$ cat src/rtl/mmd_pkg.sv
// Package: shared entry layout for the memory map decoder.
// Assumes entries are 4 bits, packed MSB first as {ram, rom, xcvr, protect}.
package mmd_pkg;
    typedef struct packed {
        logic ram;
        logic rom;
        logic xcvr;
        logic protect;
    } map_entry_t;
endpackage

$ cat src/rtl/mmd_phase_edge.sv
// Module: detects the rising edge of the CPU phase-2 clock as seen by clk.
// Assumes phi2 is already synchronous to clk (bench and board drive it so).
module mmd_phase_edge (
    input  logic clk,
    input  logic rst_n,
    input  logic phi2,
    output logic phi2_rise
);
    logic phi2_q;

    // Remember the phase-2 level seen at the previous clk edge.
    always_ff @(posedge clk) begin
        if (!rst_n) phi2_q <= 1'b0;
        else        phi2_q <= phi2;
    end

    assign phi2_rise = phi2 & ~phi2_q;


    rise_single_chk: assert property (@(posedge clk) disable iff (!rst_n)
        phi2_rise |=> !phi2_rise);
endmodule

$ cat src/rtl/mmd_map_table.sv
// Module: writable window table with one write port and one read port.
// Assumes writes land only during configuration; the video window is
// forced so that it maps to the main board.
module mmd_map_table
    import mmd_pkg::*;
#(
    parameter int IDX_W     = 5,
    parameter int VIDEO_IDX = 16
) (
    input  logic             clk,
    input  logic             rst_n,
    input  logic             cfg_active,
    input  logic             cfg_we,
    input  logic [IDX_W-1:0] cfg_idx,
    input  map_entry_t       cfg_data,
    input  logic [IDX_W-1:0] rd_idx,
    output map_entry_t       rd_entry
);
    localparam int DEPTH = 1 << IDX_W;

    map_entry_t tbl [DEPTH];
    logic       wr_ok;

    assign wr_ok = cfg_active & cfg_we;

    // Clear or load the table; each slot is its own register.
    for (genvar g = 0; g < DEPTH; g++) begin : g_slot
        always_ff @(posedge clk) begin
            if (!rst_n) begin
                tbl[g] <= '0;
            end else if (wr_ok && (cfg_idx == IDX_W'(g))) begin
                if (g == VIDEO_IDX) tbl[g] <= '{ram: 1'b0, rom: cfg_data.rom,
                                               xcvr: 1'b1, protect: cfg_data.protect};
                else                tbl[g] <= cfg_data;
            end
        end
    end

    assign rd_entry = tbl[rd_idx];


    video_forced_chk: assert property (@(posedge clk) disable iff (!rst_n)
        (wr_ok && cfg_idx == IDX_W'(VIDEO_IDX)) |=> (tbl[VIDEO_IDX].xcvr && !tbl[VIDEO_IDX].ram));

    no_write_idle_chk: assert property (@(posedge clk) disable iff (!rst_n)
        (!cfg_active && rd_idx == cfg_idx) |=> $stable(tbl[$past(cfg_idx)]));
endmodule

$ cat src/rtl/mmd_cycle_decode.sv
// Module: turns a table entry and rw into registered bus selects.
// Assumes capture happens on the phase-2 rise; outputs are held through
// phase 2 and dropped when phase 2 falls or configuration is active.
module mmd_cycle_decode
    import mmd_pkg::*;
(
    input  logic       clk,
    input  logic       rst_n,
    input  logic       phi2,
    input  logic       phi2_rise,
    input  logic       cfg_active,
    input  map_entry_t entry,
    input  logic       rw,
    output logic       ram_sel,
    output logic       rom_sel,
    output logic       ram_wr,
    output logic       xcvr_en,
    output logic       xcvr_to_cpu
);
    // Capture the selects at phase-2 rise, hold them, drop them otherwise.
    always_ff @(posedge clk) begin
        if (!rst_n || cfg_active || !phi2) begin
            ram_sel     <= 1'b0;
            rom_sel     <= 1'b0;
            ram_wr      <= 1'b0;
            xcvr_en     <= 1'b0;
            xcvr_to_cpu <= 1'b0;
        end else if (phi2_rise) begin
            ram_sel     <= entry.ram;
            rom_sel     <= entry.rom;
            ram_wr      <= entry.ram & ~rw & ~entry.protect;
            xcvr_en     <= entry.xcvr;
            xcvr_to_cpu <= entry.xcvr & rw;
        end
    end


    reset_quiet_chk: assert property (@(posedge clk)
        !rst_n |=> !(ram_sel | rom_sel | ram_wr | xcvr_en | xcvr_to_cpu));

    cfg_quiet_chk: assert property (@(posedge clk) disable iff (!rst_n)
        cfg_active |=> !(ram_sel | rom_sel | ram_wr | xcvr_en));

    wr_needs_sel_chk: assert property (@(posedge clk) disable iff (!rst_n)
        ram_wr |-> (ram_sel && !xcvr_to_cpu));

    dir_needs_en_chk: assert property (@(posedge clk) disable iff (!rst_n)
        xcvr_to_cpu |-> xcvr_en);

    hold_high_chk: assert property (@(posedge clk) disable iff (!rst_n)
        (phi2 && !phi2_rise && !cfg_active) |=> $stable({ram_sel, rom_sel, ram_wr, xcvr_en, xcvr_to_cpu}));
endmodule

$ cat src/rtl/memmap_decoder.sv
// Module: top of the programmable memory map decoder.
// Assumes a host loads the table under cfg_active before the CPU runs.
module memmap_decoder
    import mmd_pkg::*;
#(
    parameter int ADDR_W    = 16,
    parameter int IDX_W     = 5,
    parameter int VIDEO_IDX = 16
) (
    input  logic              clk,
    input  logic              rst_n,
    input  logic              phi2,
    input  logic [ADDR_W-1:0] addr,
    input  logic              rw,
    input  logic              cfg_active,
    input  logic              cfg_we,
    input  logic [IDX_W-1:0]  cfg_idx,
    input  logic [3:0]        cfg_data,
    output logic              ram_sel,
    output logic              rom_sel,
    output logic              ram_wr,
    output logic              xcvr_en,
    output logic              xcvr_to_cpu
);
    localparam int IDX_LSB = ADDR_W - IDX_W;

    logic       phi2_rise;
    map_entry_t entry;

    mmd_phase_edge u_edge (
        .clk       (clk),
        .rst_n     (rst_n),
        .phi2      (phi2),
        .phi2_rise (phi2_rise)
    );

    mmd_map_table #(.IDX_W(IDX_W), .VIDEO_IDX(VIDEO_IDX)) u_table (
        .clk        (clk),
        .rst_n      (rst_n),
        .cfg_active (cfg_active),
        .cfg_we     (cfg_we),
        .cfg_idx    (cfg_idx),
        .cfg_data   (map_entry_t'(cfg_data)),
        .rd_idx     (addr[ADDR_W-1:IDX_LSB]),
        .rd_entry   (entry)
    );

    mmd_cycle_decode u_dec (
        .clk         (clk),
        .rst_n       (rst_n),
        .phi2        (phi2),
        .phi2_rise   (phi2_rise),
        .cfg_active  (cfg_active),
        .entry       (entry),
        .rw          (rw),
        .ram_sel     (ram_sel),
        .rom_sel     (rom_sel),
        .ram_wr      (ram_wr),
        .xcvr_en     (xcvr_en),
        .xcvr_to_cpu (xcvr_to_cpu)
    );
endmodule

$ cat config.mk
export PLATFORM = sky130hd
export DESIGN_NAME = memmap_decoder
export DESIGN_NICKNAME = d
export VERILOG_FILES = /design/src/rtl/mmd_pkg.sv /design/src/rtl/mmd_phase_edge.sv /design/src/rtl/mmd_map_table.sv /design/src/rtl/mmd_cycle_decode.sv /design/src/rtl/memmap_decoder.sv
export SDC_FILE = /design/constraint.sdc
export NUM_CORES = 1
export LEC_CHECK = 0
export ABC_AREA = 1
export BUFFER_PORTS_ARGS = -buffer_cell sky130_fd_sc_hd__buf_2
export CAP_MARGIN = 15
export CORE_ASPECT_RATIO = 1.75
export CORE_MARGIN = 10
export CORE_UTILIZATION = 61
export CTS_CLUSTER_DIAMETER = 100
export DETAILED_ROUTE_END_ITERATION = 10
export PLACE_DENSITY = 0.91
export SYNTH_ARGS = -nofsm -noshare
export SYNTH_HDL_FRONTEND = slang
export SYNTH_SLANG_ARGS = --single-unit
export TNS_END_PERCENT = 30
$ cat constraint.sdc
create_clock -name clk -period 2.7 [get_ports clk]
set_input_delay 0.54 -clock clk [delete_from_list [all_inputs] [get_ports clk]]
set_output_delay 0.54 -clock clk [all_outputs]
set_load 0.05 [all_outputs]
* Word-level counts from Yosys, hierarchy flattened *
Memory sizes are Yosys's and may differ from the RTL's.
Cells that the tools add are included.

word-level totals
  memories = 1
  memory bits (writable) = 128
  input port bits = 31
  logic and storage cells = 244
  bits in registers = 6
  output and inout bits = 5

cells by class
  multiplexer cells = 129
  equality and inequality tests = 31
  bitwise operators = 40
  reduce and logical (&&, ||, !) cells = 37

memories
  memory       words  bits a word  read ports  clocked after memory_dff  wr ports  line                 text
  u_table.tbl  32     4            1           0                         32        mmd_map_table.sv:21  map_entry_t tbl [DEPTH];

operators by type and width
  operator            number
  $mux 4              32
  $mux 1              97
  $eq 5x5->1 const B  16
  $eq 5x4->1 const B  8
  $logic_and 1x1->1   32
  $or 1x1->1          32
  $eq 5x3->1 const B  4
  $eq 5x2->1 const B  2
  $and 1x1->1         5
  $eq 5x1->1 const B  1
  $logic_not 5->1     1
  $not 1->1           3
  $logic_not 1->1     2
  $logic_or 1x1->1    2

* Logic depth before layout (Yosys ltp) *
Gate-level depths: netlist of the first run.

  depth after elaboration = 6
  gate-level depth with buffers = 14
  depth with buffers taken out = 12

* Modules after synthesis *
A second synthesis of the first run with hierarchy kept.

unflattened totals
  cells, all modules = 757
  area total of the unflattened synthesis = 6528.8 sq um

by module, submodules not included
  module            cells an instance  sequential area each (sq um)  area an instance (sq um)  times used
  mmd_map_table     720                3803.6                        6283.5                    1
  mmd_cycle_decode  32                 100.1                         207.7                     1
  mmd_phase_edge    5                  20.0                          37.5                      1

* Worst setup path before layout of the first run *
No wires, ideal clock.

  kind = in2reg
  from = in addr[11]
  to = reg u_dec.ram_wr
  required time = 2.586 ns
  buffers on the path = 2
  library setup time = 0.114 ns
  data arrival time = 1.469 ns
  stages = 11
  path slack = 1.117 ns
  path through = buf_6 buf_6 or2_0 nand3_1 nand3_1 nand3_1 nand3_1 nand3_1 nor2_1 nor2_1 nor2_1

between the ends
  cells in the longest elaborated chain, start to end = 3

ends and longest elaborated chain
  what                                      line                    text
  start, declared                           memmap_decoder.sv:13    input logic [ADDR_W-1:0] addr,
  $mem_v2 32x4 *                            n/a
  $and 1x1->1 or $not 1->1 (tied branches)  mmd_cycle_decode.sv:31  ram_wr <= entry.ram & ~rw & ~entry.protect;
  $and 1x1->1 *                             mmd_cycle_decode.sv:31
  end signal, assigned                      mmd_cycle_decode.sv:31
  end, declared                             mmd_cycle_decode.sv:16  output logic ram_wr,

Mark *: on every way between the ends. The rest lies on a longest branch, timed or not.
A chain may end at the register's enable or synchronous reset.

* Worst setup path after layout of the first run *
Ends and elaborated chain as after synthesis.

==> results of run 1 <==
area by class of cell:
type	count	area [um^2]	area share, %
Inverter	39	149	2.07
Sequential cell	133	3920	54.7
Timing Repair Buffer	33	213	2.96
Clock buffer	27	493	6.87
Multi-Input combinational cell	529	2190	30.5
Tap cell	127	159	2.21
Clock inverter	5	51.3	0.715
worst reg2reg max path: cells and delay by family, from the launching register on:
kind,cells,cell delay (ns)
flip-flops,1,0.37
AND/OR/NAND/NOR,9,0.97
sequential cells by signal, summed over array words and instances (netlist names):
signal / flops
u_edge.phi2_q: 1
u_dec.xcvr_to_cpu: 1
u_dec.ram_sel: 1
u_table.tbl: 127
u_dec.rom_sel: 1
u_dec.xcvr_en: 1
u_dec.ram_wr: 1
metrics by stage:
stage / hold slack (ns) / cells / setup slack, ns / total power (W) / cell area [um^2]
finish: 0.350 / 893 / 0.928 / 0.00490 / 7180
global route: 0.388 / 893 / 0.795 / 0.00501 / 7180
CTS: 0.342 / 893 / 0.976 / 0.00488 / 7180
detailed placement: 0.463 / 861 / 0.610 / 0.00282 / 6630
global placement: 0.435 / 861 / 0.652 / 0.00280 / 6630
floorplan: 0.423 / 750 / 1.12 / 0.00271 / 6520
report_power, final:
group | total (W) | switching (W) | leakage [nW] | internal, W
clock network | 0.00210 | 0.000768 | 0.263 | 0.00133
logic | 0.000410 | 0.000305 | 1.41 | 0.000105
registers | 0.00239 | 0.0000328 | 1.26 | 0.00236
cell families after synthesis:
group / after synthesis / synth area share [%]
DFF: 133 / 60.2
buffers and inverters: 88 / 6.35
AOI/OAI and AO/OA: 30 / 2.46
and+or+nand+nor: 499 / 31.0
metal layers:
layer	global-route usage, %	part of all wire [%]	vias up
li1	-	-	2468
met3	6.04	12	106
met4	16.0	6.8	0
met1	19.9	31	2433
met5	0	0	-
met2	36.1	50	443
cells in the mapped netlist:
cell and count:
buf_2 14, buf_1 4, o21ai_0 18, inv_1 37, buf_4 3, nand2_1 212
nor2_1 172, o22ai_1 8, nand3_1 110, edfxtp_1 126, or2_0 2, buf_6 7
a21oi_1 4, inv_4 1, dfxtp_1 7, clkbuf_1 21, inv_2 1, nand4_1 1
or2_2 2
worst max path at each step:
stage                    end  slack (ns)  cells past startpoint
2_1_floorplan   u_dec.ram_wr        1.12                     11
3_3_place_gp    u_dec.ram_wr        0.65                     13
3_5_place_dp   u_dec.rom_sel        0.61                     10
4_1_cts         u_dec.ram_wr        0.98                     12
5_1_grt         u_dec.ram_wr        0.79                     12
6_report        u_dec.ram_wr        0.93                     12
==> out/results.ini, run 1 <==
[status]
status = finished, final reports clean

[setup_path]
crit_chain = buf_2, inv_4, nand2_1, nand3_1, nand3_1, nand2_1, nand2_1, nand3_1, nand3_1, nor2_1, nor2_1, nor2_1
rr_endpoint = u_dec.ram_wr
crit_type = in2reg
cp.buffers_inverters = 2
max_stage_delay_ns = 0.43
crit_path_end_kind = flip-flop
crit_start = addr[11]
crit_family = simple AND/OR/NAND/NOR gates
cp_common_cell = nand3_1
crit_arrival_ns = 2.12
critPathLaunchType = primary input
r2r_slack_ns = 1.24
rr_startpoint = u_table.tbl[20][3]
reg2regPathDepth = 9
crit_slowest_cell = inv_4
cp.required_ns = 3.05
cp_max_fo = 60

[sta]
max_freq_mhz = 564
post-route-period-util_pct = 65.6
max-slew-margin-rel_pct = 58.8
final.setup.tns_ns = 0
hold_viol_final = 0
fin_crit_ns = 1.77
setup_viol = 0
worst_pin_slew_ns = 0.618
rsz0062_at_grt = false
skew_ns = 0.00833
maxSlewViolCount = 0

[synthesis]
ys_seq_area_share_pct = 60.2
synth_seq_cells = 133
synthDistinctLibCells = 19
synth_area_leaders = edfxtp_1, nand2_1, nor2_1
avgSynthCellArea_um2 = 8.70
syn-num-nets = 781
synth_top_area_cell = edfxtp_1
ys_warn_count = 0
syn_inst = 750
synth_top_area_share_pct = 58.0
netlist_area_um2 = 6520

[final_layout]
layout_commonest_cell = nand2_1
utilization_pct = 69.3
mostFrequentLayoutCells = nand2_1, nor2_1, edfxtp_1
n_antenna_cell = 0
fill_cells = 682
nNetsFinal = 784
drive_gt1_share_pct = 8.22
synthToLayoutAreaGrowth_pct = 10.1

[pwr]
leakage_nw = 2.93
ir_drop_v = 0.000522
power_density_nw_per_um2 = 683

[floorplanning]
pin_count = 36
start_util_pct = 62.9
row_count = 49
die_area_um2 = 15400
die_h_um = 157
core_um2 = 10400
fp.dieW_um = 98.2

[grt]
grt_pass1_wl_mm = 25.1
grt_max_degree = 68
first_global_vias = 5468
grt_usage_pct = 20.6
antenna_found_initial = 0
grt_overflow = 0

[route]
ant_nets = 0
vias = 5450
drt_iter0_drc = 807
wl_per_cell_um = 18.0
drt-total-wl_mm = 16.1
drtPass1Iterations = 9
drc = 0
drt-vias-per-instance = 6.10

[min_path]
holdCritStartpoint = phi2
hold_end = u_edge.phi2_q
hold_depth = 3
hold_class = in2reg

[cts]
cts_num_sinks = 133
hold_buffers = 0
clk_latency_ns = 0.41
tritoncts = done
cts_made_buffers = 17
path_clk_slew_ns = 0.05
cts_root_buffer = clkbuf_16
cts_setup_buffers = 0
ctsResizeCount = 0
htreeDepth = 4
cts.path.max_buffers = 2

[placement]
portBuffers = 24
gp_congestion = 0.902
dpl.hpwl_mm = 9.87

[run]
cap_violations = 0

(Power assumes the default switching activity.)
==> run 2: changes to the inputs <==
ABC_AREA = 0   (was 1)
CORE_UTILIZATION = 55   (was 61)
PLACE_DENSITY = 0.87   (was 0.91)
clock period = 1.52 ns   (was 2.7 ns; I/O delays follow)
==> out/results.ini, run 2 <==
[status]
status = finished with violations
violations = negative setup slack

[grt]
grt_usage_pct = 23.0
first_global_vias = 4724
grt_pass1_wl_mm = 27.7
antenna_found_initial = 0
grt_overflow = 0
grt_max_degree = 33

[setup_path]
crit_chain = mux4_2, mux4_2, mux2i_1, a21oi_1
crit_path_end_kind = flip-flop
cp.required_ns = 1.84
cp_max_fo = 1
crit_arrival_ns = 2.11
critPathLaunchType = flip-flop
reg2regPathDepth = 4
crit_slowest_cell = mux4_2
crit_type = reg2reg
max_stage_delay_ns = 0.52
cp_common_cell = mux4_2

[pwr]
p_total_w = 0.00911
power_density_nw_per_um2 = 1170
leakage_nw = 2.89
ir_drop_v = 0.000882

[sta]
max-slew-margin-rel_pct = 60.8
setup_viol = 5
hold_viol_final = 0
max_freq_mhz = 558
post-route-period-util_pct = 118
maxSlewViolCount = 0
skew_ns = 0.0142
fin_crit_ns = 1.79
rsz0062_at_grt = true
worst_pin_slew_ns = 0.589
final.setup.tns_ns = -0.896
fin_ws_ns = -0.273

[cts]
tritoncts = done
clk_latency_ns = 0.43
cts_root_buffer = clkbuf_16
hold_buffers = 0
cts_made_buffers = 17
cts.path.max_buffers = 2
path_clk_slew_ns = 0.06
cts_setup_buffers = 0
htreeDepth = 4
cts_num_sinks = 133

[final_layout]
nNetsFinal = 601
seqCellArea_um2 = 3920
mostFrequentLayoutCells = edfxtp_1, and2_1, buf_4
n_antenna_cell = 0
synthToLayoutAreaGrowth_pct = 20.9
largest_reg_flops = 127
largest-register = u_table.tbl
drive_gt1_share_pct = 28.6
multi_input_area_um2 = 2340
fill_cells = 705
layout_commonest_cell = edfxtp_1

[floorplanning]
row_count = 52
start_util_pct = 55.9
pin_count = 36
core_um2 = 11500
fp.dieW_um = 102
die_area_um2 = 16600
die_h_um = 163

[route]
ant_nets = 0
wl_per_cell_um = 25.2
drc = 0
drt_iter0_drc = 575
drt-total-wl_mm = 18.1
drt-vias-per-instance = 6.46
drtPass1Iterations = 5
vias = 4635

[synthesis]
synth_top_area_cell = edfxtp_1
synth_edf_count = 126
ys_seq_area_share_pct = 61.0
synth.most_common_cell = edfxtp_1
synth_top_area_share_pct = 58.8
synth_area_leaders = edfxtp_1, and2_1, mux4_2
syn-num-nets = 516
ys_warn_count = 0
syn_inst = 485
synthDistinctLibCells = 38
netlist_area_um2 = 6440
postSynth.asyncResetShare_pct = 0
avgSynthCellArea_um2 = 13.3
synth_common_cells = edfxtp_1, and2_1, nor2_1, o21ai_0, clkbuf_1
synthFlopType = edfxtp_1
synth_seq_cells = 133

[min_path]
hold_depth = 2
hold_class = in2reg

[run]
cap_violations = 0

[placement]
dpl.hpwl_mm = 12.2
gp_congestion = 0.932
portBuffers = 24

-- run 2: changes by cell type after synthesis, moves of 16 or more --
cell	delta
nand2_1	-192
inv_1	-34
nand3_1	-99
nor2_1	-135
mux4_2	+16
o21ai_0	+17
and2_1	+125
-- run 2: cell type report --
class,count,share of cell area (%)
Sequential cell,133,50.4
Clock buffer,17,5.46
Timing Repair Buffer,98,9.72
Multi-Input combinational cell,317,30.1
Clock inverter,15,1.98
Tap cell,135,2.17
Inverter,3,0.145
-- run 2: worst max-delay path: cells and delay by family (launching register included) --
kind | cells | cell delay, ns
multiplexers | 3 | 1.16
flip-flops | 1 | 0.45
AO/OA/AOI/OAI | 1 | 0.08
-- run 2: layer usage --
layer / global-route usage [%] / up-vias / routed length [um] / part of all wire [%]
li1: - / 1945 / - / -
met4: 20.2 / 0 / 1840 / 10
met1: 23.4 / 2222 / 5850 / 32
met3: 6.05 / 111 / 1520 / 8.4
met5: 0 / - / 0 / 0
met2: 37.8 / 357 / 8920 / 49
-- run 2: metrics by stage --
| stage | hold slack (ns) | cells | utilization, % | setup WS, ns | area, um^2 |
|---|---|---|---|---|---|
| 6_report | 0.134 | 718 | 67.6 | -0.273 | 7780 |
| 3_3_place_gp | 0.457 | 686 | 62.3 | -0.472 | 7180 |
| 2_1_floorplan | 0.430 | 485 | - | -0.152 | 6440 |
| 4_1_cts | 0.120 | 718 | 67.5 | -0.253 | 7780 |
| 5_1_grt | 0.139 | 718 | 67.6 | -0.320 | 7780 |
| 3_5_place_dp | 0.457 | 686 | 62.3 | -0.558 | 7180 |
-- run 2: power by group --
part	switching, W	leakage, nW	internal, W
Combinational	0.000444	1.36	0.000362
Clock	0.00159	0.277	0.00241
Sequential	0.000103	1.26	0.00420
Total	0.00213	2.89	0.00697
-- run 2: logic make-up after synthesis --
logic type	after synthesis	synth area share [%]
simple gates	219	18.9
flops	133	61.0
compound gates	52	4.74
mux	46	12.9
buf+inv	35	2.47
-- run 2: worst paths after layout --
| kind | start | endpoint | slack [ns] |
|---|---|---|---|
| min reg2reg | u_dec.xcvr_en | u_dec.xcvr_en | 0.48 |
| max reg2reg | u_table.tbl[12][2] | u_dec.rom_sel | -0.27 |
| max | u_table.tbl[12][2] | u_dec.rom_sel | -0.27 |
| min | rw | u_dec.xcvr_to_cpu | 0.13 |
-- run 2: what timing repair did --
action,in CTS,in global routing
gates resized for setup,9,1
pin swaps,5,0
endpoints found under the setup margin,5,5
